File: config.mk
export PLATFORM = sky130hd
export DESIGN_NAME = trs_inserter
export DESIGN_NICKNAME = d
export VERILOG_FILES = /design/src/rtl/trs_ins_pkg.sv /design/src/rtl/trs_ins_status_enc.sv /design/src/rtl/trs_ins_seq.sv /design/src/rtl/trs_ins_outmux.sv /design/src/rtl/trs_inserter.sv
export SDC_FILE = /design/constraint.sdc
export NUM_CORES = 1
export LEC_CHECK = 0
export ABC_AREA = 1
export BUFFER_PORTS_ARGS = -buffer_cell sky130_fd_sc_hd__buf_2
export CAP_MARGIN = 10
export CORE_MARGIN = 2
export CORE_UTILIZATION = 50
export CTS_CLUSTER_SIZE = 14
export DETAILED_ROUTE_END_ITERATION = 10
export GPL_ROUTABILITY_DRIVEN = 0
export PLACE_DENSITY = 0.76
export SETUP_SLACK_MARGIN = 0.15
export SLEW_MARGIN = 10
export SYNTH_ARGS = -nofsm -noshare
export SYNTH_HDL_FRONTEND = slang
export SYNTH_SLANG_ARGS = --single-unit
export TNS_END_PERCENT = 30
File: constraint.sdc
create_clock -name clk -period 1.7 [get_ports clk]
set_clock_uncertainty 0.15 [all_clocks]
set_input_delay 0.085 -clock clk [delete_from_list [all_inputs] [get_ports clk]]
set_output_delay 0.085 -clock clk [all_outputs]
set_load 0.03 [all_outputs]
File: src/rtl/trs_ins_pkg.sv
package trs_ins_pkg;

    localparam int VID_W   = 10;
    localparam int TRS_LEN = 4;
    localparam int ANC_LEN = 3;
    localparam int CNT_W   = $clog2(TRS_LEN);

    typedef logic [VID_W-1:0] word_t;
    typedef logic [CNT_W-1:0] cnt_t;

    localparam word_t WORD_ONES  = {VID_W{1'b1}};
    localparam word_t WORD_ZEROS = {VID_W{1'b0}};

    typedef enum logic {
        SYM_TRS = 1'b0,
        SYM_ANC = 1'b1
    } sym_e;

    typedef enum logic {
        FMT_422  = 1'b0,
        FMT_4444 = 1'b1
    } fmt_e;

    typedef struct packed {
        fmt_e fmt;
        logic f;
        logic v;
        logic h;
        logic s;
    } flags_t;

    function automatic word_t status_422(flags_t x);
        word_t w;
        w    = WORD_ZEROS;
        w[9] = 1'b1;
        w[8] = x.f;
        w[7] = x.v;
        w[6] = x.h;
        w[5] = x.v ^ x.h;
        w[4] = x.f ^ x.h;
        w[3] = x.f ^ x.v;
        w[2] = x.f ^ x.v ^ x.h;
        return w;
    endfunction

    function automatic word_t status_4444(flags_t x);
        word_t w;
        w    = WORD_ZEROS;
        w[9] = 1'b1;
        w[8] = x.f;
        w[7] = x.v;
        w[6] = x.h;
        w[5] = x.s;
        w[4] = x.f ^ x.v ^ x.h;
        w[3] = x.f ^ x.v ^ x.s;
        w[2] = x.v ^ x.h ^ x.s;
        w[1] = x.f ^ x.h ^ x.s;
        return w;
    endfunction

    // Fixed preamble word for a marker kind at a given position.
    function automatic word_t preamble_word(sym_e sym, cnt_t idx);
        if (sym == SYM_ANC) begin
            return (idx == '0) ? WORD_ZEROS : WORD_ONES;
        end
        return (idx == '0) ? WORD_ONES : WORD_ZEROS;
    endfunction

endpackage

File: src/rtl/trs_ins_status_enc.sv
module trs_ins_status_enc
    import trs_ins_pkg::*;
(
    input  flags_t flags,
    output word_t  status
);
    word_t w_422;
    word_t w_4444;

    always_comb begin
        w_422  = status_422(flags);
        w_4444 = status_4444(flags);
        status = (flags.fmt == FMT_4444) ? w_4444 : w_422;
    end
endmodule

File: src/rtl/trs_ins_seq.sv
module trs_ins_seq
    import trs_ins_pkg::*;
(
    input  logic       clk,
    input  logic       rst,
    input  logic       en,
    input  logic       req_i,
    input  logic [1:0] req_kind_i,
    input  logic       fmt_i,
    input  logic       f_i,
    input  logic       v_i,
    input  logic       s_i,
    output logic       accept,
    output logic       busy,
    output sym_e       sym_cur,
    output cnt_t       idx,
    output flags_t     flags_q,
    output logic       req_err_o
);
    cnt_t remain;
    sym_e sym_new;

    assign sym_new = req_kind_i[1] ? SYM_ANC : SYM_TRS;
    assign busy    = (remain != '0);
    assign accept  = en && req_i && !busy;

    always_ff @(posedge clk) begin
        if (rst) begin
            remain    <= '0;
            idx       <= '0;
            sym_cur   <= SYM_TRS;
            flags_q   <= '0;
            req_err_o <= 1'b0;
        end else if (en) begin
            req_err_o <= req_i && busy;
            if (busy) begin
                remain <= remain - cnt_t'(1);
                idx    <= idx + cnt_t'(1);
            end else if (req_i) begin
                sym_cur     <= sym_new;
                idx         <= cnt_t'(1);
                remain      <= (sym_new == SYM_ANC) ? cnt_t'(ANC_LEN - 1)
                                                    : cnt_t'(TRS_LEN - 1);
                flags_q.fmt <= fmt_e'(fmt_i);
                flags_q.f   <= f_i;
                flags_q.v   <= v_i;
                flags_q.h   <= req_kind_i[0];
                flags_q.s   <= s_i;
            end
        end
    end
endmodule

File: src/rtl/trs_ins_outmux.sv
module trs_ins_outmux
    import trs_ins_pkg::*;
(
    input  logic  clk,
    input  logic  rst,
    input  logic  en,
    input  logic  accept,
    input  logic  busy,
    input  logic  kind_anc,
    input  sym_e  sym_cur,
    input  cnt_t  idx,
    input  word_t status,
    input  word_t vid_i,
    output word_t vid_o
);
    word_t nxt;

    always_comb begin
        if (accept) begin
            nxt = preamble_word(kind_anc ? SYM_ANC : SYM_TRS, '0);
        end else if (busy) begin
            if (sym_cur == SYM_TRS && idx == cnt_t'(TRS_LEN - 1)) begin
                nxt = status;
            end else begin
                nxt = preamble_word(sym_cur, idx);
            end
        end else begin
            nxt = vid_i;
        end
    end

    always_ff @(posedge clk) begin
        if (rst) begin
            vid_o <= WORD_ZEROS;
        end else if (en) begin
            vid_o <= nxt;
        end
    end
endmodule

File: src/rtl/trs_inserter.sv
module trs_inserter
    import trs_ins_pkg::*;
(
    input  logic       clk,
    input  logic       rst,
    input  logic       en,
    input  logic [9:0] vid_i,
    input  logic       req_i,
    input  logic [1:0] req_kind_i,
    input  logic       fmt_i,
    input  logic       f_i,
    input  logic       v_i,
    input  logic       s_i,
    output logic [9:0] vid_o,
    output logic       req_err_o
);
    logic   accept;
    logic   busy;
    sym_e   sym_cur;
    cnt_t   idx;
    flags_t flags_q;
    word_t  status;

    trs_ins_seq u_seq (
        .clk        (clk),
        .rst        (rst),
        .en         (en),
        .req_i      (req_i),
        .req_kind_i (req_kind_i),
        .fmt_i      (fmt_i),
        .f_i        (f_i),
        .v_i        (v_i),
        .s_i        (s_i),
        .accept     (accept),
        .busy       (busy),
        .sym_cur    (sym_cur),
        .idx        (idx),
        .flags_q    (flags_q),
        .req_err_o  (req_err_o)
    );

    trs_ins_status_enc u_enc (
        .flags  (flags_q),
        .status (status)
    );

    trs_ins_outmux u_mux (
        .clk      (clk),
        .rst      (rst),
        .en       (en),
        .accept   (accept),
        .busy     (busy),
        .kind_anc (req_kind_i[1]),
        .sym_cur  (sym_cur),
        .idx      (idx),
        .status   (status),
        .vid_i    (vid_i),
        .vid_o    (vid_o)
    );
endmodule

==> results of run 1 <==
-- layout make-up --
class / count / share of cell area (%)
tap: 28 / 2.201
inverter: 21 / 5.110
clock buffer: 4 / 1.651
sequential: 21 / 26.49
multi-input combinational: 136 / 42.61
timing repair buffer: 51 / 21.93
-- final timing paths --
check	from	endpoint	slack [ns]	depth (start not counted)
hold / removal	vid_i[1]	u_mux.vid_o[1]	0.02	5
setup reg to reg	u_seq.remain[1]	u_mux.vid_o[3]	0.25	8
hold reg to reg	u_seq.req_err_o	u_seq.req_err_o	0.32	2
setup / recovery	u_seq.remain[1]	u_mux.vid_o[3]	0.25	8
-- power breakdown --
| part | internal [mW] | total, mW | leakage (nW) | switching (mW) |
|---|---|---|---|---|
| sequential | 0.552 | 0.584 | 0.174 | 0.0324 |
| combinational | 0.223 | 0.563 | 0.620 | 0.340 |
| clock | 0.0918 | 0.243 | 0.0150 | 0.152 |
-- metrics by stage --
step | power [mW] | hold WS (ns)
finish | 1.391 | 0.01505
global route | 1.484 | 0.04116
CTS | 1.366 | 0.002262
detailed placement | 1.095 | 0.2281
global placement | 1.077 | 0.2092
floorplan | 0.9706 | 0.007987
-- per-layer routing --
| layer | up-vias | share of wire [%] | global-route usage, % | wire length [microns] |
|---|---|---|---|---|
| met5 | - | 0 | 0 | 0 |
| met4 | 0 | 3.0 | 14.53 | 87 |
| met3 | 9 | 6.3 | 3.955 | 182 |
| met2 | 49 | 47 | 38.54 | 1369 |
| met1 | 578 | 43 | 26.80 | 1256 |
| li1 | 687 | - | - | - |
-- state kept, by name, summed over array words and instances (netlist names) --
signal / cells
u_seq.remain: 2
u_seq.idx: 2
u_seq.flags_q: 5
u_seq.sym_cur: 1
u_mux.vid_o: 10
u_seq.req_err_o: 1
-- worst max-delay path: cells and delay by family (launching register included) --
family | cells | cell delay [ns]
adder cells (fa/ha/maj) | 1 | 0.18
AND/OR/NAND/NOR | 3 | 0.29
flip-flops | 1 | 0.35
AO/OA/AOI/OAI | 2 | 0.21
buffers and inverters | 2 | 0.21
-- logic make-up (layout without fill, tap and decap cells) --
logic type / after synthesis / after routing
adder cells (fa/ha/maj): 3 / 3
flip-flops: 21 / 21
AO/OA/AOI/OAI: 43 / 43
AND/OR/NAND/NOR: 90 / 90
buffers and inverters: 25 / 76
-- what timing repair did --
action / CTS / global route
setup endpoints to repair: 6 / 19
hold buffers: 15 / 0
pin swaps: 0 / 1
gates resized for setup: 0 / 13
endpoints found under the hold margin: 19 / 0
setup buffers: 0 / 2
-- placed cells by master (no fill, tap or decap), types with 2 or more instances in the layout --
cell type / instances
a21oi_1: 27
buf_2: 30
buf_4: 5
clkbuf_4: 3
dfxtp_1: 20
dlygate4sd3_1: 15
ha_1: 2
inv_1: 16
inv_2: 3
nand2_1: 60
nand2_2: 5
nand3_1: 12
nor2_1: 9
o21ai_0: 10
o21ai_1: 3
==> impl_results.md, run 1 <==
* Outcome: finished clean
* Worst-path maximum fanout at 4
* Post-synth ARST share at 0%
* CP required at 1.79 ns
* DR iter-0 viols at 38
* Die ar. at 2797 sq um
* Synth Area per Inst at 6.565 sq um
* Via-to-Cell Ratio at 5.069
* Via count at 1323
* Number of global-route vias before repair at 1190
* Synth Area in Adders at 3.141%
* FF+latch count, synth at 21
* Maximum VDD drop at 0.6635 mV
* CTS Buffer Depth at 2
* First-pass GRT wire length at 4767 microns
* Max-cap violations at 0
* Critical path arrival at 1.55 ns
* Final net count at 257
* Post-synthesis mux area share at 0%
* Hold WC Path Type: in -> reg
* CP Cell Sequence: inv_1 -> ha_4 -> buf_4 -> nand2_4 -> nand2_2 -> nor2_1 -> o21ai_0 -> a21oi_1
* Crit Path Category: reg -> reg
* Antenna violations before repair at 0
* Rel. slew slack at 79.90%
* Setup repair after global routing missed its margin: yes
* TNS Setup at 0 ns
* Ys Warns at 0
* Synth Area in XOR/XNOR at 0%
* Final Hold Viols at 0
* Worst-margin pin slew at 0.2997 ns
* Largest net degree at the start of global routing at 15
* Share of layout cells above drive strength 1 at 24.46%
* Die span in x at 52.89 microns
* EDFF count, synth at 0
* Simple-Gate Fraction of Synth Area at 32.36%
* Min Tclk post-route at 1.452 ns
* Post-synthesis compound-gate area fraction at 19.58%
* Area growth from synthesis to layout at 33.19%
* CP peak stage delay at 0.35 ns
* Synth top cells by count: nand2_1 (63), a21oi_1 (27), dfxtp_1 (21), inv_1 (17), o21ai_0 (13)
* Setup ws final at 0.2475 ns
* Initial DRT Pass Iterations at 5
* Final period utilization at 85.44%
* CTS sink cnt at 21
* Ys flop type: dfxtp_1
* DRC viols at 0
* Max-slew violations at 0
* Pleak at 0.8081 nW
* Synth Cell Area at 1195 sq um
* DIE HEIGHT at 52.89 microns
* DP Cell Count at 240
* # IOs at 31
* Initial Utilization at 53.50%
* Core area at 2233 sq um
* Top-count cell post-synth: nand2_1
* DP Wirelength at 2166 microns
* Fillers at 210
* Final core occ at 71.26%
* Synth top area cells: dfxtp_1 (35%), nand2_1 (20%), a21oi_1 (11%)
* FMAX at 688.5 MHz
* Area after DPL at 1373 sq um
* # setup viols final at 0
* WL per Instance at 11.09 microns
* Pre-CTS setup slack at 0.1439 ns
* Startpoint types: register
* H-tree Lvls at 1
* Largest family of logic cells by synthesized area: simple AND/OR/NAND/NOR gates
* Clock latency on the worst-skew pair at 0.31 ns
* GRT overflow at 0
* Cell taking the most area after synthesis: dfxtp_1
* Diode count at 0
* Port Buffers at 30
* Drt total wl at 2895 microns
* Post-route ant nets at 0
* Fin area at 1592 sq um
* Critical path capture point type: register
* Cells after Synth at 182
* Distinct cells, synth at 20
* Cell Pwr Density at 873.8 nW/um^2
* Syn nets at 205
* CTS buffer count at 3
* Multi-input logic area at 678.2 sq um
* Sequential share of the synthesized area at 35.18%
* Storage element area at 421.7 sq um
* CTS tree: built
* Fin cells at 261
* Area share of the largest cell type after synthesis at 35.18%
* Rows at 17
* Clock-pin slew on the worst setup and hold paths at 0.12 ns
* Slowest cell on the critical path: dfxtp_2
* Clock root buffer: clkbuf_4
* Total GRT Usage at 22.96%
Note: power is estimated with default switching activity, not from simulation.
==> inputs of run 2 (changes only) <==
- ABC_AREA: 1 -> not set
==> run 2 against run 1 <==
Largest power group unchanged. Area after synthesis rose by 1.9%. Critical path type unchanged. Register-to-register slack got worse by 0.15 ns. Highest routed layer unchanged. Critical endpoint is now u_mux.vid_o[5]. Sequential share of layout area hardly changed. Combinational power fell by 19%. Non-clock buffer count is 2 higher. Sequential power is 3% lower. Cell count fell by 18%. Wire length grew 5.2%. First-iteration DRC count shrank 13%. Critical path depth down 1. Core utilization decreased by 0.56 points. Worst hold slack better by 0.021 ns.
==> impl_results.md, run 2 <==
* CTS tree: built
* P_int at 0.8395 mW
* Clock root buffer: clkbuf_4
* H-tree Lvls at 1
* Buf/Inv on CP at 2
* Post-route ant nets at 0
* Final Hold Viols at 0
* Area growth from synthesis to layout at 30.94%
* Maximum VDD drop at 0.5234 mV
* # setup viols final at 0
* Rel. slew slack at 70.33%
* Largest net degree at the start of global routing at 23
* Cells after Synth at 138
* Via count at 1195
* Drt total wl at 3045 microns
* FF-to-FF path depth at 7
* Clock latency on the worst-skew pair at 0.31 ns
* Antenna violations before repair at 0
* CTS Buffer Depth at 2
* Setup repair after global routing missed its margin: yes
* Total GRT Usage at 23.81%
* Hold_sp: rst
* Cell taking the most area after synthesis: dfxtp_1
* FF+latch count, synth at 21
* Fillers at 187
* WL per Instance at 14.16 microns
* DP Wirelength at 2078 microns
* Distinct cells, synth at 39
* Final period utilization at 94.22%
* Worst-path maximum fanout at 9
* Cell Pwr Density at 798.6 nW/um^2
* Pleak at 0.7280 nW
* Crit Path Category: reg -> reg
* CP peak stage delay at 0.32 ns
* DIE HEIGHT at 53.35 microns
* Switching share of power at 34.05%
* Fin cells at 215
* Syn nets at 161
* Die ar. at 2846 sq um
* Slowest cell on the critical path: dfxtp_1
* Reg2reg setup slack at 0.1 ns
* CP Cell Sequence: inv_1 -> ha_4 -> nand4b_1 -> buf_4 -> a21oi_1 -> a31oi_1 -> nand2_1
* EDFF count, synth at 0
* Synth top area cells: dfxtp_1 (35%), mux2i_1 (5.8%), nor2_1 (4.0%)
* Biggest registers after layout: u_mux.vid_o x10, u_seq.flags_q x5
* CTS sink cnt at 21
* CP required at 1.81 ns
* Post-synth ARST share at 0%
* Min Tclk post-route at 1.602 ns
* # IOs at 31
* Ys Warns at 0
* CP top delay family: buffers and inverters
* Port Buffers at 30
* Core area at 2255 sq um
* CTS buffer count at 3
* Rows at 17
* Final net count at 211
* Via-to-Cell Ratio at 5.558
* Share of layout cells above drive strength 1 at 34.22%
* Hold WC Path Type: in -> reg
* DP Cell Count at 197
* Synth Area per Inst at 8.822 sq um
* Hold Path End: u_seq.flags_q[1]
* DR iter-0 viols at 33
* Top-count cell post-synth: dfxtp_1
* Initial Utilization at 54.00%
* Synth Cell Area at 1217 sq um
* DRC viols at 0
* Clock share of power at 19.8%
* Critical path arrival at 1.72 ns
* Startpoint types: register
* Initial DRT Pass Iterations at 4
* Diode count at 0
* Reg with most FFs: u_mux.vid_o
* Comb pwr share at 35.8%
* Max-cap violations at 0
* Reg-to-Reg End: u_mux.vid_o[5]
* FMAX at 624.3 MHz
* Worst R2R Start: u_seq.remain[0]
* Most common cell after layout, fill and taps aside: buf_2
* Setup ws final at 0.09821 ns
* Switching pwr at 0.4334 mW
* Critical path capture point type: register
* Commonest non-fill, non-tap cells in the layout: buf_2 (30), dfxtp_1 (19), buf_4 (14)
* GRT overflow at 0
* Flip-flop count of the largest register after layout at 10
* Worst-margin pin slew at 0.4451 ns
* First-pass GRT wire length at 4926 microns
* Area share of the largest cell type after synthesis at 34.53%
* Synth top cells by count: dfxtp_1 (21), nor2_1 (13), nand2_1 (11), inv_1 (8), o21ai_0 (8)
* Outcome: finished clean
* Die span in x at 53.35 microns
* Hold path cells at 2
* Sequential share of the synthesized area at 34.53%
* Register share of total power at 44.4%
* Clock-pin slew on the worst setup and hold paths at 0.13 ns
* Max-slew violations at 0
* Number of global-route vias before repair at 1133
* Ys flop type: dfxtp_1
* Pre-CTS setup slack at -0.02238 ns
run 2: cell types whose count changed after synthesis, moves of 4 or more:
cell      previous run  this run
o21ai_0             13         8
mux2i_1              0         7
nand3_1             12         2
a31oi_1              0         6
inv_1               17         8
a211oi_1             0         5
nor2b_1              0         6
a21oi_1             27         6
nor2_1               9        13
nand2_1             63        11
run 2: logic make-up after synthesis:
group	share of synthesized area, %
xor+xnor	6.270
flops	34.53
simple gates	18.09
mux	6.681
compound gates	21.99
buf+inv	9.353
fa+ha+maj	3.084
run 2: through the flow:
stage / power (mW) / TNS (ns) / hold slack, ns / cell area (sq um) / utilization (%)
global route: 1.349 / 0 / 0.04713 / 1594 / 70.70
detailed placement: 0.9500 / -0.02238 / 0.1743 / 1386 / 61.49
floorplan: 0.8488 / 0 / 0.07375 / 1217 / -
global placement: 0.9420 / 0 / 0.1654 / 1386 / 61.49
CTS: 1.234 / 0 / 0.01849 / 1543 / 68.42
finish: 1.273 / 0 / 0.03607 / 1594 / 70.70
run 2: worst max-delay path by stage:
stage,slack (ns),to,depth (start not counted),startpoint
floorplan,0.17,u_seq.flags_q[0],6,u_seq.remain[0]
global placement,0.007,u_mux.vid_o[5],7,u_seq.remain[0]
detailed placement,-0.02,u_mux.vid_o[5],7,u_seq.remain[0]
CTS,0.14,u_mux.vid_o[4],5,u_seq.idx[0]
global route,0.06,u_mux.vid_o[5],7,u_seq.remain[0]
finish,0.1,u_mux.vid_o[5],7,u_seq.remain[0]
run 2: what timing repair did:
item                                    CTS  global route
gates cloned                              0             0
endpoints found under the hold margin     9             0
endpoints found under the setup margin   13            12
hold buffers                              9             0
setup buffers                             2             3
gates resized for setup                   9             7
pin swaps                                 5             4
run 2: cell type report:
cell class,count,area (sq um),share of cell area [%]
Multi-Input combinational cell,101,734.5,46.08
Sequential cell,21,422.9,26.53
Timing Repair Buffer,53,345.3,21.66
Tap cell,28,35.03,2.198
Inverter,8,30.03,1.884
Clock buffer,4,26.28,1.648
run 2: power groups by stage:
stage	Sequential (mW)	Combinational, mW	Clock, mW
after floorplan	0.631	0.218	0
after global placement	0.574	0.368	0
after detailed placement	0.576	0.374	0
after CTS	0.565	0.418	0.251
after global routing	0.571	0.494	0.284
final	0.565	0.456	0.252
run 2: layer usage:
layer  vias up  global-route usage [%]  routed length [microns]
met5         -                       0                        0
met4         0                   8.974                       44
met3         6                   3.672                      163
met2        35                   40.33                     1477
met1       569                   29.91                     1359
li1        585                       -                        -
==> inputs of run 3 (changes only) <==
- CORE_MARGIN: 2 -> 1.5
==> run 3 against run 2 <==
Wire length grew 0.92%. Critical path depth decreased by 1. Core utilization decreased by 0.44 points. Largest power group unchanged. Highest routed layer unchanged.
==> impl_results.md, run 3 (synthesis results as in run 2) <==
* Outcome: finished clean
* Max-slew violations at 0
* Flip-flop count of the largest register after layout at 10
* Critical path capture point type: register
* CP required at 1.79 ns
* CTS tree: built
* # setup viols final at 0
* DP Wirelength at 2098 microns
* GRT overflow at 0
* Initial Utilization at 54.00%
* Register share of total power at 44.9%
* Via-to-Cell Ratio at 5.590
* TNS Setup at 0 ns
* Power, Total at 1.270 mW
* Hold WC Path Type: in -> reg
* Max-cap violations at 0
* Area after DPL at 1386 sq um
* Startpoint types: register
* Comb pwr share at 35.1%
* Clock latency on the worst-skew pair at 0.32 ns
* Clock share of power at 19.9%
* Multi-input logic area at 744.5 sq um
* WL per Instance at 14.50 microns
* Min Tclk post-route at 1.600 ns
* Die span in x at 52.35 microns
* Final net count at 208
* Maximum VDD drop at 0.5338 mV
* Biggest registers after layout: u_mux.vid_o x10, u_seq.flags_q x5
* Rel. slew slack at 71.05%
* Post-route ant nets at 0
* Antenna violations before repair at 0
* Largest net degree at the start of global routing at 23
* DIE HEIGHT at 52.35 microns
* Cell Pwr Density at 801.8 nW/um^2
* DP Cell Count at 197
* Initial DRT Pass Iterations at 4
* Area growth from synthesis to layout at 30.11%
* Final Hold Viols at 0
* Crit Path Category: reg -> reg
* Clock-pin slew on the worst setup and hold paths at 0.12 ns
* FMAX at 624.9 MHz
* Final period utilization at 94.13%
* Setup repair after global routing missed its margin: yes
* Clock root buffer: clkbuf_4
* Share of layout cells above drive strength 1 at 32.61%
* Pleak at 0.7161 nW
* Buf/Inv on CP at 2
* First-pass GRT wire length at 5043 microns
* Reg with most FFs: u_mux.vid_o
* Switching share of power at 34.63%
* Fin cells at 212
* Slowest cell on the critical path: dfxtp_1
* Rows at 17
* CP top delay family: compound AO/OA/AOI/OAI gates
* Fillers at 184
* Number of global-route vias before repair at 1105
* Commonest non-fill, non-tap cells in the layout: buf_2 (30), dfxtp_1 (19), nor2_1 (13)
* Most common cell after layout, fill and taps aside: buf_2
* Core area at 2255 sq um
* DRC viols at 0
* CP peak stage delay at 0.35 ns
* H-tree Lvls at 1
* CP Cell Sequence: inv_1 -> ha_4 -> a211oi_4 -> buf_4 -> o211ai_1 -> a31oi_1
* Hold WS at 0.02373 ns
* P_int at 0.8302 mW
* Worst-margin pin slew at 0.4343 ns
* Diode count at 0
* Die ar. at 2740 sq um
* Drt total wl at 3073 microns
* CTS sink cnt at 21
* Port Buffers at 30
* CTS buffer count at 3
* Via count at 1185
* Switching pwr at 0.4398 mW
* CTS Buffer Depth at 2
* Fin area at 1584 sq um
* Total GRT Usage at 24.90%
* # IOs at 31
* DR iter-0 viols at 31
* Worst-path maximum fanout at 10
* Storage element area at 425.4 sq um
* Critical path arrival at 1.69 ns
## run 3: power by group through the flow
stage | Sequential [mW] | Combinational (mW) | Clock, mW
3_5_place_dp | 0.578 | 0.374 | 0
2_1_floorplan | 0.631 | 0.218 | 0
3_3_place_gp | 0.575 | 0.367 | 0
4_1_cts | 0.570 | 0.420 | 0.251
6_report | 0.571 | 0.446 | 0.253
5_1_grt | 0.577 | 0.483 | 0.269
## run 3: metal layers
metal	routed length, microns	GRT usage (%)	vias to the layer above
met5	0	0	-
met4	46	11.11	0
met3	155	3.714	5
met2	1483	40.63	38
met1	1388	32.26	563
li1	-	-	579
## run 3: timing repair
item | 4_1_cts | 5_1_grt
setup buffers | 1 | 1
endpoints found under the hold margin | 9 | 0
endpoints found under the setup margin | 13 | 12
gates resized for setup | 15 | 2
pin swaps | 7 | 1
hold buffers | 9 | 0
## run 3: stage by stage
step,setup WS (ns),utilization (%)
floorplan,0.1668,-
global placement,0.04987,61.49
detailed placement,-0.07354,61.49
CTS,0.09232,69.31
global route,0.03449,70.26
finish,0.09979,70.26
## run 3: worst paths after layout
path | depth (start not counted) | slack [ns] | start | to
max reg2reg | 6 | 0.1 | u_seq.remain[0] | u_mux.vid_o[9]
min | 2 | 0.02 | rst | u_seq.flags_q[2]
min reg2reg | 1 | 0.34 | u_seq.idx[0] | u_seq.idx[0]
max | 6 | 0.1 | u_seq.remain[0] | u_mux.vid_o[9]
## run 3: worst register-to-register path: cells and delay by family (launching register included)
kind | cells | cell delay [ns]
DFF | 1 | 0.35
AOI/OAI and AO/OA | 3 | 0.55
buffers and inverters | 2 | 0.26
adders and majority gates | 1 | 0.22
## run 3: final cells by class
type	count	share of cell area, %
Tap cell	28	2.212
Multi-Input combinational cell	101	47.00
Sequential cell	21	26.86
Clock buffer	4	1.659
Inverter	8	1.896
Timing Repair Buffer	50	20.38
